**src/rtl/cbt_pkg.sv**
```systemverilog
package cbt_pkg;

    localparam int PROP_MAX = 8;
    localparam int PH_MIN   = 2;
    localparam int PH_MAX   = 8;
    localparam int SJW_MAX  = 4;
    localparam int BIT_MIN  = 8;
    localparam int BIT_MAX  = 25;

    localparam int SEG_W = $clog2(PH_MAX + 1);
    localparam int SJW_W = $clog2(SJW_MAX + 1);
    localparam int CNT_W = $clog2(BIT_MAX + SJW_MAX + 1);

    typedef logic [SEG_W-1:0] seg_len_t;
    typedef logic [SJW_W-1:0] sjw_t;
    typedef logic [CNT_W-1:0] cnt_t;

    localparam cnt_t ONE = cnt_t'(1);

    typedef enum logic [1:0] {
        SEG_SYNC,
        SEG_PROP,
        SEG_PH1,
        SEG_PH2
    } seg_e;

    typedef struct packed {
        seg_len_t prop;
        seg_len_t ph1;
        seg_len_t ph2;
        sjw_t     sjw;
    } bt_cfg_t;

    typedef struct packed {
        seg_e seg;
        cnt_t rem;      // quanta left in segment, current included
        cnt_t qpos;     // bit index of current quantum
        cnt_t ext;      // phase-1 stretch decided during propagation
        logic synced;   // resync already spent in this bit
    } seq_state_t;

    localparam seq_state_t IDLE_ST = '{seg: SEG_SYNC, rem: ONE, qpos: '0,
                                       ext: '0, synced: 1'b0};

    function automatic cnt_t clamp_sjw(cnt_t err, sjw_t sjw);
        cnt_t lim;
        lim = cnt_t'(sjw);
        return (err < lim) ? err : lim;
    endfunction

    function automatic logic cfg_ok(bt_cfg_t c);
        int p, a, b, s, tot;
        p   = int'(c.prop);
        a   = int'(c.ph1);
        b   = int'(c.ph2);
        s   = int'(c.sjw);
        tot = 1 + p + a + b;
        return (p >= 1) && (p <= PROP_MAX) &&
               (a >= PH_MIN) && (a <= PH_MAX) &&
               (b >= PH_MIN) && (b <= PH_MAX) &&
               (s >= 1) && (s <= SJW_MAX) &&
               (a >= b) && (b >= s) &&
               (tot >= BIT_MIN) && (tot <= BIT_MAX);
    endfunction

endpackage

```
**src/rtl/cbt_cfg_check.sv**
```systemverilog
module cbt_cfg_check
    import cbt_pkg::*;
(
    input  bt_cfg_t cfg,
    output logic    cfg_bad
);

    always_comb begin
        cfg_bad = !cfg_ok(cfg);
    end

endmodule

```
**src/rtl/cbt_edge_det.sv**
```systemverilog
module cbt_edge_det (
    input  logic clk,
    input  logic rst,
    input  logic tq_en,
    input  logic rx_in,
    output logic fall
);

    logic prev_q;

    always_ff @(posedge clk) begin
        if (rst) begin
            prev_q <= 1'b1;
        end else if (tq_en) begin
            prev_q <= rx_in;
        end
    end

    always_comb begin
        fall = tq_en && prev_q && !rx_in;
    end

endmodule

```
**src/rtl/cbt_seg_seq.sv**
```systemverilog
module cbt_seg_seq
    import cbt_pkg::*;
(
    input  logic    clk,
    input  logic    rst,
    input  logic    tq_en,
    input  bt_cfg_t cfg,
    input  logic    cfg_bad,
    input  logic    rx_in,
    input  logic    fall,
    input  logic    hsync,
    output logic    bit_start,
    output logic    sample_stb,
    output logic    rx_bit
);

    seq_state_t st_q, st_d;
    logic       smp_q, smp_d;
    logic       bst_q, bst_d;
    logic       rxb_q, rxb_d;
    logic       resync_ok;
    cnt_t       rem_m1, late_k, early_k, ext_t, cut;

    always_comb begin
        st_d      = st_q;
        smp_d     = 1'b0;
        bst_d     = 1'b0;
        rxb_d     = rxb_q;
        rem_m1    = st_q.rem - ONE;
        late_k    = clamp_sjw(st_q.qpos, cfg.sjw);
        early_k   = clamp_sjw(rem_m1, cfg.sjw);
        resync_ok = fall && !st_q.synced && rxb_q;
        ext_t     = st_q.ext;
        cut       = '0;
        if (cfg_bad) begin
            st_d  = IDLE_ST;
            rxb_d = 1'b1;
        end else if (tq_en) begin
            st_d.qpos = st_q.qpos + ONE;
            if (hsync) begin
                st_d  = '{seg: SEG_PROP, rem: cnt_t'(cfg.prop), qpos: ONE,
                          ext: '0, synced: 1'b1};
                bst_d = 1'b1;
            end else begin
                unique case (st_q.seg)
                    SEG_SYNC: begin
                        st_d  = '{seg: SEG_PROP, rem: cnt_t'(cfg.prop), qpos: ONE,
                                  ext: '0, synced: 1'b0};
                        bst_d = 1'b1;
                    end
                    SEG_PROP: begin
                        if (resync_ok) begin
                            ext_t       = late_k;
                            st_d.synced = 1'b1;
                        end
                        st_d.ext = ext_t;
                        if (st_q.rem == ONE) begin
                            st_d.seg = SEG_PH1;
                            st_d.rem = cnt_t'(cfg.ph1) + ext_t;
                        end else begin
                            st_d.rem = rem_m1;
                        end
                    end
                    SEG_PH1: begin
                        if (resync_ok) begin
                            st_d.synced = 1'b1;
                            st_d.rem    = rem_m1 + late_k;
                        end else if (st_q.rem == ONE) begin
                            st_d.seg = SEG_PH2;
                            st_d.rem = cnt_t'(cfg.ph2);
                            smp_d    = 1'b1;
                            rxb_d    = rx_in;
                        end else begin
                            st_d.rem = rem_m1;
                        end
                    end
                    SEG_PH2: begin
                        if (resync_ok) begin
                            cut         = early_k;
                            st_d.synced = 1'b1;
                        end
                        if (rem_m1 == cut) begin
                            st_d.seg = SEG_SYNC;
                            st_d.rem = ONE;
                        end else begin
                            st_d.rem = rem_m1 - cut;
                        end
                    end
                    default: st_d = IDLE_ST;
                endcase
            end
        end
    end

    always_ff @(posedge clk) begin
        if (rst) begin
            st_q  <= IDLE_ST;
            smp_q <= 1'b0;
            bst_q <= 1'b0;
            rxb_q <= 1'b1;
        end else begin
            st_q  <= st_d;
            smp_q <= smp_d;
            bst_q <= bst_d;
            rxb_q <= rxb_d;
        end
    end

    assign bit_start  = bst_q;
    assign sample_stb = smp_q;
    assign rx_bit     = rxb_q;

    // strobes only follow an enabled quantum
    p_strobe_tq_r12: assert property (@(posedge clk) disable iff (rst)
        (bit_start || sample_stb) |-> $past(tq_en));

    // nothing fires while the configuration is illegal
    p_idle_bad_r2: assert property (@(posedge clk) disable iff (rst)
        $past(cfg_bad) |-> !(bit_start || sample_stb));

    // sampled level moves only at the sample point
    p_rxbit_hold_r4: assert property (@(posedge clk) disable iff (rst)
        (!sample_stb && !$past(cfg_bad)) |-> $stable(rx_bit));

    // the segment counter never runs dry
    p_rem_live_r3: assert property (@(posedge clk) disable iff (rst)
        st_q.rem != '0);

    // a bit start always leaves the sequencer in propagation
    p_start_prop_r3: assert property (@(posedge clk) disable iff (rst)
        bit_start |-> (st_q.seg == SEG_PROP));

endmodule

```
**src/rtl/can_bit_timer.sv**
```systemverilog
module can_bit_timer
    import cbt_pkg::*;
(
    input  logic             clk,
    input  logic             rst,
    input  logic             tq_en,
    input  logic [SEG_W-1:0] prop_len,
    input  logic [SEG_W-1:0] ph1_len,
    input  logic [SEG_W-1:0] ph2_len,
    input  logic [SJW_W-1:0] sjw_len,
    input  logic             rx_in,
    input  logic             hsync_req,
    output logic             rx_bit,
    output logic             sample_stb,
    output logic             bit_start,
    output logic             cfg_err
);

    bt_cfg_t cfg;
    logic    cfg_bad;
    logic    fall;

    always_comb begin
        cfg.prop = prop_len;
        cfg.ph1  = ph1_len;
        cfg.ph2  = ph2_len;
        cfg.sjw  = sjw_len;
    end

    cbt_cfg_check u_cfg (
        .cfg     (cfg),
        .cfg_bad (cfg_bad)
    );

    cbt_edge_det u_edge (
        .clk   (clk),
        .rst   (rst),
        .tq_en (tq_en),
        .rx_in (rx_in),
        .fall  (fall)
    );

    cbt_seg_seq u_seq (
        .clk        (clk),
        .rst        (rst),
        .tq_en      (tq_en),
        .cfg        (cfg),
        .cfg_bad    (cfg_bad),
        .rx_in      (rx_in),
        .fall       (fall),
        .hsync      (hsync_req),
        .bit_start  (bit_start),
        .sample_stb (sample_stb),
        .rx_bit     (rx_bit)
    );

    assign cfg_err = cfg_bad;

endmodule

```
**config.mk**
```make
export PLATFORM = sky130hd
export DESIGN_NAME = can_bit_timer
export DESIGN_NICKNAME = d
export VERILOG_FILES = /design/src/rtl/cbt_pkg.sv /design/src/rtl/cbt_cfg_check.sv /design/src/rtl/cbt_edge_det.sv /design/src/rtl/cbt_seg_seq.sv /design/src/rtl/can_bit_timer.sv
export SDC_FILE = /design/constraint.sdc
export NUM_CORES = 1
export LEC_CHECK = 0
export BUFFER_PORTS_ARGS = -buffer_cell sky130_fd_sc_hd__buf_2
export CELL_PAD_IN_SITES_DETAIL_PLACEMENT = 0
export CELL_PAD_IN_SITES_GLOBAL_PLACEMENT = 1
export CORE_MARGIN = 1
export CORE_UTILIZATION = 41
export DETAILED_ROUTE_END_ITERATION = 8
export GPL_ROUTABILITY_DRIVEN = 0
export PLACE_DENSITY = 0.89
export SKIP_LAST_GASP = 1
export SLEW_MARGIN = 20
export SYNTH_ARGS = -nofsm -noshare
export SYNTH_HDL_FRONTEND = slang
export SYNTH_HIERARCHICAL = 1
export SYNTH_SLANG_ARGS = --single-unit
```
**constraint.sdc**
```tcl
create_clock -name clk -period 3.1 [get_ports clk]
set_input_delay 0.62 -clock clk [delete_from_list [all_inputs] [get_ports clk]]
set_output_delay 0.62 -clock clk [all_outputs]
set_load 0.02 [all_outputs]
```
# == Word level (Yosys, flattened, before mapping) ==
# Index checks and enable logic that the tools add are counted.
# totals
out_inout_bits,4
word_cells,103
ff_bits,22
input_bits,20
# op_classes
reduce_logical,28
bitwise,5
eq_ne,10
addsub,8
magnitude_cmp,14
muxes,29
# op_table
op,n
2-to-1 mux 5 bit,17
adder 32 x 5 -> 32 bit,2
greater-or-equal comparator 32 x 5 -> 1 bit (second input constant),1
less-or-equal comparator 32 x 6 -> 1 bit (second input constant),1
one-hot mux 7 bit (4 select lines),1
2-to-1 mux 18 bit,1
logical AND 1 bit,15
less-or-equal comparator 4 bit (second input constant),3
less-than comparator 5 x 3 -> 1 bit,2
one-hot mux 5 bit (2 select lines),1
AND reduction 5 bit,2
!= test 3 x 2 -> 1 bit (second input constant),3
greater-or-equal comparator 4 x 2 -> 1 bit (second input constant),2
2-to-1 mux 2 bit,4
OR reduction 3 bit,2
OR reduction 6 bit,1
adder 1 x 4 -> 5 bit (first input constant),1
adder 4 x 5 -> 5 bit,1
adder 5 x 1 -> 5 bit (second input constant),1
adder 5 bit,1
equality test 5 x 1 -> 1 bit (second input constant),1
equality test 5 bit,1
inverter 1 bit,5
subtractor 5 x 1 -> 5 bit (second input constant),1
17 further kinds,24

# == Logic depth before layout (Yosys ltp) ==
# Gate-level depths: netlist of the first run.
# logic_depth
word_depth,17
depth_mapped,18
depth_no_buf,18

# == Hierarchy ==
# The synthesis of the first run kept the hierarchy.
# by_module_without_submodules
module,seq_area_each_um2,area_each_um2,instances,cells_per_inst
cbt_seg_seq,420.4,1901.8,1,232
cbt_cfg_check,0.0,494.2,1,61
cbt_edge_det,20.0,45.0,1,4

# == Worst setup path before layout of the first run ==
# No wires, ideal clock.
# synth_timing
path_kind,input -> register
from,in ph2_len[1]
to,reg u_seq/st_q[13] in the netlist's numbering
cell_stages,12
required_time_ps,3013
setup_time_ps,87
arrival_ps,3304
path_buffers,1
path_slack_ps,-291
cell_sequence,fa_1 > fa_1 > a211oi_1 > nor2_1 > nor2_1 > nor3_1 > a2111o_1 > or2_2 > clkbuf_1 > nor2_1 > nand2_1 > o31ai_1
# synth_via
elab_chain_len,11
elab_cells_between_ends,17
cone_classes,add/sub: 1; order compare: 6; bitwise: 1; reduce/logical: 9
# synth_lines
element,line_no,text
start: declaration,can_bit_timer.sv:9,"input logic [SEG_W-1:0] ph2_len,"
"parallel branches: the longest is 8 deep, another holds adder 32 x 5 -> 32 bit",--,
logical AND 1 bit *,cbt_pkg.sv:63,(tot >= BIT_MIN) && (tot <= BIT_MAX);
inverter 1 bit (no source line) *,--,
OR reduction 2 bit (no source line) *,--,
end signal: assignment,cbt_seg_seq.sv:102,st_q <= st_d;
end: declaration,cbt_seg_seq.sv:17,"seq_state_t st_q, st_d;"
# Mark *: on every way between the ends.
# A chain may end at the register's enable or synchronous reset.

# == Worst setup path after layout of the first run ==
# layout_timing
from,in ph2_len[1]
to,out cfg_err
# layout_via
elab_chain_len,10
elab_cells_between_ends,16
cone_classes,add/sub: 1; order compare: 6; reduce/logical: 9
# layout_lines
element,line_no,text
"parallel branches: the longest is 8 deep, another holds adder 32 x 5 -> 32 bit",--,
logical AND 1 bit *,cbt_pkg.sv:63,
zero test 1 bit *,cbt_cfg_check.sv:9,cfg_bad = !cfg_ok(cfg);
end: declaration,can_bit_timer.sv:16,output logic cfg_err
# Marks and branches as above.

==> out/results.ini, run 1 <==
[route]
drtAntennaViolNets = 0
dr.pass1.iters = 5
wl_um = 7560
drc_errors = 0
num_vias = 2562
wl_per_cell_um = 17.0
drt-initial-drc-count = 179
via_per_inst = 5.74

[critical_path]
start_kind = input pin
rr_worst_depth = 11
rr_endpoint = u_seq/st_q[13]
critPathArrivalTime_ps = 2840
crit_fanout = 2
crit_type = input pin to primary output
r2r_setup_slack_ps = -10
r2r-start = u_seq/st_q[13]
end_kind = primary output
required_ps = 2480

[power_and_ir_drop]
max-vdd-ir-drop_uv = 207
leakage_nw = 1.51
power_density_nw_per_um2 = 262

[global_routing]
grt_max_degree = 20
grt_overflow = 0
top_usage_layer = met2
grt_pass1_wl_um = 12000
use_met3_pct = 3.33
use_met1_pct = 33.9
grt_use_met2_pct = 40.3
grtUsageTotal_pct = 24.9
antenna_found_initial = 0
grt_pass1_vias = 2466

[synth]
avgSynthCellArea_um2 = 8.22
netlist_top_cells_area = dfxtp_1 18%, ha_1 18%, fa_1 5.7%
yosys_most_used_dff = dfxtp_1
ys_seq_elements = 22
syn_inst = 297
syn_nets = 359
synth-async-reset-ratio_pct = 0
synthDistinctLibCells = 60
synth-seq-area-share_pct = 18.0
synth_top_area_share_pct = 18.0
ys_warn_count = 6
synth_enable_flop_cells = 0
yosys.area.top_type = dfxtp_1
syn-cell-area_um2 = 2440

[floorplanning]
die_area_um2 = 6270
row_count = 27
core_um2 = 5610
start_util_pct = 43.5
die_h_um = 79.2
io_pins = 24
die_w_um = 79.2

[clock_tree]
clock_sinks = 22
clk_latency_ps = 270
clkSlewWorstSetupHoldPaths_ps = 90
clk_path_buf_depth = 2
htreeDepth = 1
hold_buffers = 0
cts_tree = built
cts_root_buf = clkbuf_8
cts-buffers-inserted = 3

[worst_hold_path]
worstHoldStart = u_seq/st_q[0]
min_path_cells = 2
holdPathEnd = u_seq/st_q[0]
hp-class = flip-flop to flip-flop

[timing]
worst_slack_ps = -363
period_share_pct = 112
timing.slew.headroom_pct = 61.1
slew_violations = 0
hold_ws_ps = 484
rsz0062_at_grt = true
tightest_slew_ps = 579
setup_viol = 21
fmax_mhz = 289
post-route-min-period_ps = 3460
hold_violations = 0
fin_worst_skew_ps = 6.98

[status]
violations = setup timing
outcome = finished with violations

[placement]
port_buffers = 23
dp_hpwl_um = 5450
dp_slack_ps = -280
place_inst = 431

[cells_and_area]
nNetsFinal = 437
n_antenna_cell = 0
utilization_pct = 58.8
syn_to_final_growth_pct = 35.0
stdcell_count = 446
drive_gt1_share_pct = 35.0

[flow_run]
drv_cap = 0

==> where the power goes <==
part | switching (mW) | internal [mW] | total [mW]
Combinational | 0.153 | 0.145 | 0.298
Sequential | 0.000852 | 0.284 | 0.284
Clock | 0.108 | 0.173 | 0.281
Total | 0.262 | 0.602 | 0.864
==> worst max-delay path by stage <==
stage	endpoint	cells after the start	startpoint
final	cfg_err	10	ph2_len[1]
after CTS	cfg_err	8	ph2_len[1]
after floorplan	u_seq/st_q[0]	9	prop_len[1]
after global routing	cfg_err	10	ph2_len[1]
after global placement	cfg_err	8	prop_len[1]
after detailed placement	cfg_err	8	prop_len[1]
==> kinds of logic (layout without fill, tap and decap cells) <==
kind of cell | count (synthesis) | count (layout) | synth area share, %
and+or+nand+nor | 85 | 85 | 18.2
DFF | 22 | 22 | 18.0
muxes | 5 | 5 | 2.20
other | 2 | 2 | 0.308
xor gates and xnor gates | 20 | 20 | 7.18
AOI/OAI and AO/OA | 85 | 85 | 24.3
buffers and inverters | 36 | 113 | 6.05
adders and majority gates | 42 | 42 | 23.7
==> critical path, cell delays in order <==
cell      delay [ps]
buf_6            100
fa_2             480
buf_6            140
fa_2             420
buf_6            140
xor2_2           140
o22ai_2          190
nor3_1            80
a2111o_1         390
buf_6            150
==> sequential cells by signal, indices dropped and copies added (netlist names) <==
signal / flops
u_edge/prev_q: 1
u_seq/bit_start: 1
u_seq/rx_bit: 1
u_seq/sample_stb: 1
u_seq/st_q: 18
==> cells in the mapped netlist (all sizes together), types with 3 or more instances <==
cell and number:
nor2b 5, ha 35, o211ai 5, mux2 3
a211oi 5, a22oi 3, nor3 6, xnor2 8
a21o 8, dfxtp 22, clkbuf 4, nor2 28
a21oi 18, o31ai 3, xor2 12, buf 3
nand2 22, fa 7, inv 29, nand2b 3
o21ai 23, nand4 5
==> cells in the final DEF (no fill, tap or decap), types with 5 or more instances in the layout <==
| cell | n |
|---|---|
| a21o_1 | 8 |
| a21oi_1 | 14 |
| buf_2 | 20 |
| buf_4 | 52 |
| buf_6 | 8 |
| dfxtp_1 | 20 |
| ha_1 | 31 |
| inv_1 | 25 |
| nand2_1 | 19 |
| nand4_1 | 5 |
| nor2_1 | 26 |
| nor2b_1 | 5 |
| nor3_1 | 6 |
| o21ai_0 | 13 |
| o21ai_1 | 6 |
| xnor2_1 | 8 |
| xor2_1 | 11 |
==> layer usage <==
layer  up-vias  routed length [µm]  share of wire, %
met5         -                   0                 0
met1      1241                3290                44
met3         8                 514               6.8
li1       1213                   -                 -
met2       100                3660                48
met4         0                  96               1.3
==> timing repair <==
item | 4_1_cts | 5_1_grt
setup endpoints to repair | 5 | 22
gates resized for setup | 12 | 27
setup buffers | 6 | 5
pin swaps | 9 | 23
==> metrics by stage <==
step           setup TNS, ps  power [mW]  instance area, µm²
2_1_floorplan           -135       0.432                2490
3_3_place_gp           -1440       0.517                2990
3_5_place_dp           -2150       0.523                2990
4_1_cts                 -280       0.833                3160
5_1_grt                -4820       0.910                3300
6_report               -3440       0.864                3300
==> area by class of cell <==
cell class              count  area (µm²)
flip-flops and latches     22         443
well taps                  72        90.1
multi-input cells         239        2000
inverters                  29         111
fillers                   504        2310
repair buffers             80         581
clock buffers               3        41.3
clock inverters             1        30.0
Power figures use the tool's default switching activity.
==> inputs of run 2 (changes only) <==
--- a/config.mk
+++ b/config.mk
@@ -12,10 +12,10 @@
 export CORE_UTILIZATION = 41
 export DETAILED_ROUTE_END_ITERATION = 8
 export GPL_ROUTABILITY_DRIVEN = 0
+export MAX_ROUTING_LAYER = met4
 export PLACE_DENSITY = 0.89
 export SKIP_LAST_GASP = 1
 export SLEW_MARGIN = 20
 export SYNTH_ARGS = -nofsm -noshare
 export SYNTH_HDL_FRONTEND = slang
-export SYNTH_HIERARCHICAL = 1
 export SYNTH_SLANG_ARGS = --single-unit
==> out/results.ini, run 2 <==
[status]
outcome = finished with violations
violations = setup timing

[clock_tree]
clk_path_buf_depth = 2
clk_latency_ps = 260
cts-buffers-inserted = 3
cts_tree = built
htreeDepth = 1
cts_root_buf = clkbuf_8
clkSlewWorstSetupHoldPaths_ps = 70
hold_buffers = 0
clock_sinks = 22

[placement]
port_buffers = 23
post_dp_cell_area_um2 = 3200
dp_hpwl_um = 5860

[synth]
yosys.area.top_type = ha_1
synth-simple-area-share_pct = 23.0
syn_nets = 386
synth_top_family_by_area = adder cells
ys_warn_count = 0
ys_seq_elements = 22
synthAdderAreaFrac_pct = 24.2
synth.mux.area_fraction_pct = 1.94
syn_inst = 321
synth.most_common_cell = ha_1
netlist_top_cells_area = ha_1 18%, dfxtp_1 17%, fa_1 6.2%
yosys_most_used_dff = dfxtp_1
synthDistinctLibCells = 52
syn-cell-area_um2 = 2580
yosys-top-cells-count = 37 x ha_1, 34 x inv_1, 26 x nor2_1, 24 x a21oi_1, 22 x dfxtp_1
synth_compound_area_share_pct = 20.8
synth-async-reset-ratio_pct = 0
synth-seq-area-share_pct = 17.1
synth_top_area_share_pct = 18.0
synth_xor_area_share_pct = 6.11
synth_enable_flop_cells = 0
avgSynthCellArea_um2 = 8.03

[route]
wl_um = 7660
drtAntennaViolNets = 0
wl_per_cell_um = 16.1
num_vias = 2575
dr.pass1.iters = 4
drc_errors = 0
drt-initial-drc-count = 165
via_per_inst = 5.41

[floorplanning]
io_pins = 24
start_util_pct = 43.0
die_h_um = 81.3
row_count = 28
die_w_um = 81.3
core_um2 = 5990
die_area_um2 = 6610

[power_and_ir_drop]
swShare_pct = 31.8
seq_power_share_pct = 37.5
power_density_nw_per_um2 = 214
leakage_nw = 1.64
finalPower_mw = 0.758
power_switching_mw = 0.241
max-vdd-ir-drop_uv = 216
p_comb_share_pct = 39.4
internal_power_mw = 0.517
pwr-share-clk_pct = 23.1

[critical_path]
end_kind = primary output
crit_fanout = 3
start_kind = input pin
required_ps = 2480
critPathArrivalTime_ps = 2990
crit_type = input pin to primary output
rr_worst_depth = 18

[timing]
period_share_pct = 116
timing.slew.headroom_pct = 60.1
post-route-min-period_ps = 3610
tns_ps = -880
fin_worst_skew_ps = 7.23
rsz0062_at_grt = true
slew_violations = 0
setup_viol = 11
fmax_mhz = 277
worst_slack_ps = -510
hold_violations = 0
tightest_slew_ps = 583

[global_routing]
use_met3_pct = 2.92
grt_overflow = 0
antenna_found_initial = 0
grt_pass1_vias = 2476
grt_max_degree = 30
use_met1_pct = 31.8
grt_use_met2_pct = 40.9
top_usage_layer = met2
grtUsageTotal_pct = 24.4
grt_pass1_wl_um = 11900

[cells_and_area]
final_common_cell = buf_4
mostFrequentLayoutCells = 58 x buf_4, 30 x ha_1, 27 x inv_1
nNetsFinal = 468
fin_area_um2 = 3540
regMostFlops = u_seq.st_q
drive_gt1_share_pct = 35.2
n_antenna_cell = 0
nFillCells = 532
syn_to_final_growth_pct = 37.2
largest_reg_flops = 18

[worst_hold_path]
min_path_cells = 1
hp-class = flip-flop to flip-flop

[flow_run]
drv_cap = 0

==> run 2: changes by cell type in the layout (fill, tap and decap cells not counted), sizes merged, moves of 4 or more <==
cell	previous run	this run
a21o	8	4
nor2b	5	9
nand3	2	8
inv	29	34
xnor2	8	14
nor3	6	15
nand2	22	10
xor2	12	4
buf	80	86
a21oi	18	24
and3	2	12
==> run 2: critical path, stage by stage <==
cell and delay, ps:
buf_8 100, ha_4 170, xnor2_4 140, fa_1 470, buf_4 150, buf_4 130
fa_2 540, nor2b_1 140, o211ai_1 120, or2_4 270, buf_6 130
==> run 2: final cells by class <==
cell class	count	area [µm²]	share of cell area, %
multi-input combinational	256	2190	61.8
timing repair buffer	86	642	18.1
inverter	34	130	3.68
sequential	22	443	12.5
tap	75	93.8	2.65
clock buffer	3	41.3	1.17
==> run 2: path summary, 6_finish.rpt <==
| check | slack (ps) | end | start |
|---|---|---|---|
| min | 510 | u_seq.st_q[5] | u_seq.st_q[5] |
| max reg2reg | 10 | u_seq.st_q[15] | u_seq.st_q[12] |
| max | -510 | cfg_err | prop_len[1] |
| min reg2reg | 510 | u_seq.st_q[5] | u_seq.st_q[5] |
==> run 2: per-stage QoR <==
step / hold WS, ps / worst slack [ps] / utilization, % / std cells
6_report: 508 / -510 / 59.0 / 476
5_1_grt: 519 / -581 / 59.0 / 476
4_1_cts: 483 / -487 / 55.7 / 470
3_5_place_dp: 462 / -577 / 53.3 / 461
3_3_place_gp: 459 / -500 / 53.3 / 461
2_1_floorplan: 444 / -307 / - / 321
==> run 2: cells by family (layout without fill, tap and decap cells) <==
family                   after synthesis  in the layout
AND/OR/NAND/NOR                      102            102
AO/OA/AOI/OAI                         84             84
adder cells (fa/ha/maj)               45             45
buffers and inverters                 43            123
flip-flops                            22             22
XOR/XNOR                              18             18
multiplexers                           5              5
other                                  2              2
==> run 2: power groups by stage <==
stage	Clock (mW)	Combinational [mW]	Sequential [mW]
2_1_floorplan	0	0.158	0.291
3_3_place_gp	0	0.251	0.291
3_5_place_dp	0	0.261	0.291
5_1_grt	0.196	0.329	0.285
6_report	0.175	0.299	0.284
4_1_cts	0.180	0.281	0.284
==> run 2: timing repair <==
item | in CTS | in global routing
gates cloned | 0 | 1
pin swaps | 20 | 28
endpoints found under the setup margin | 7 | 22
gates resized for setup | 18 | 39
setup buffers | 6 | 6
==> run 2: routing by layer <==
| layer | wire [µm] | share of wire (%) |
|---|---|---|
| met5 | 0 | 0 |
| met4 | 129 | 1.7 |
| met3 | 393 | 5.1 |
| met2 | 3660 | 48 |
| met1 | 3470 | 45 |
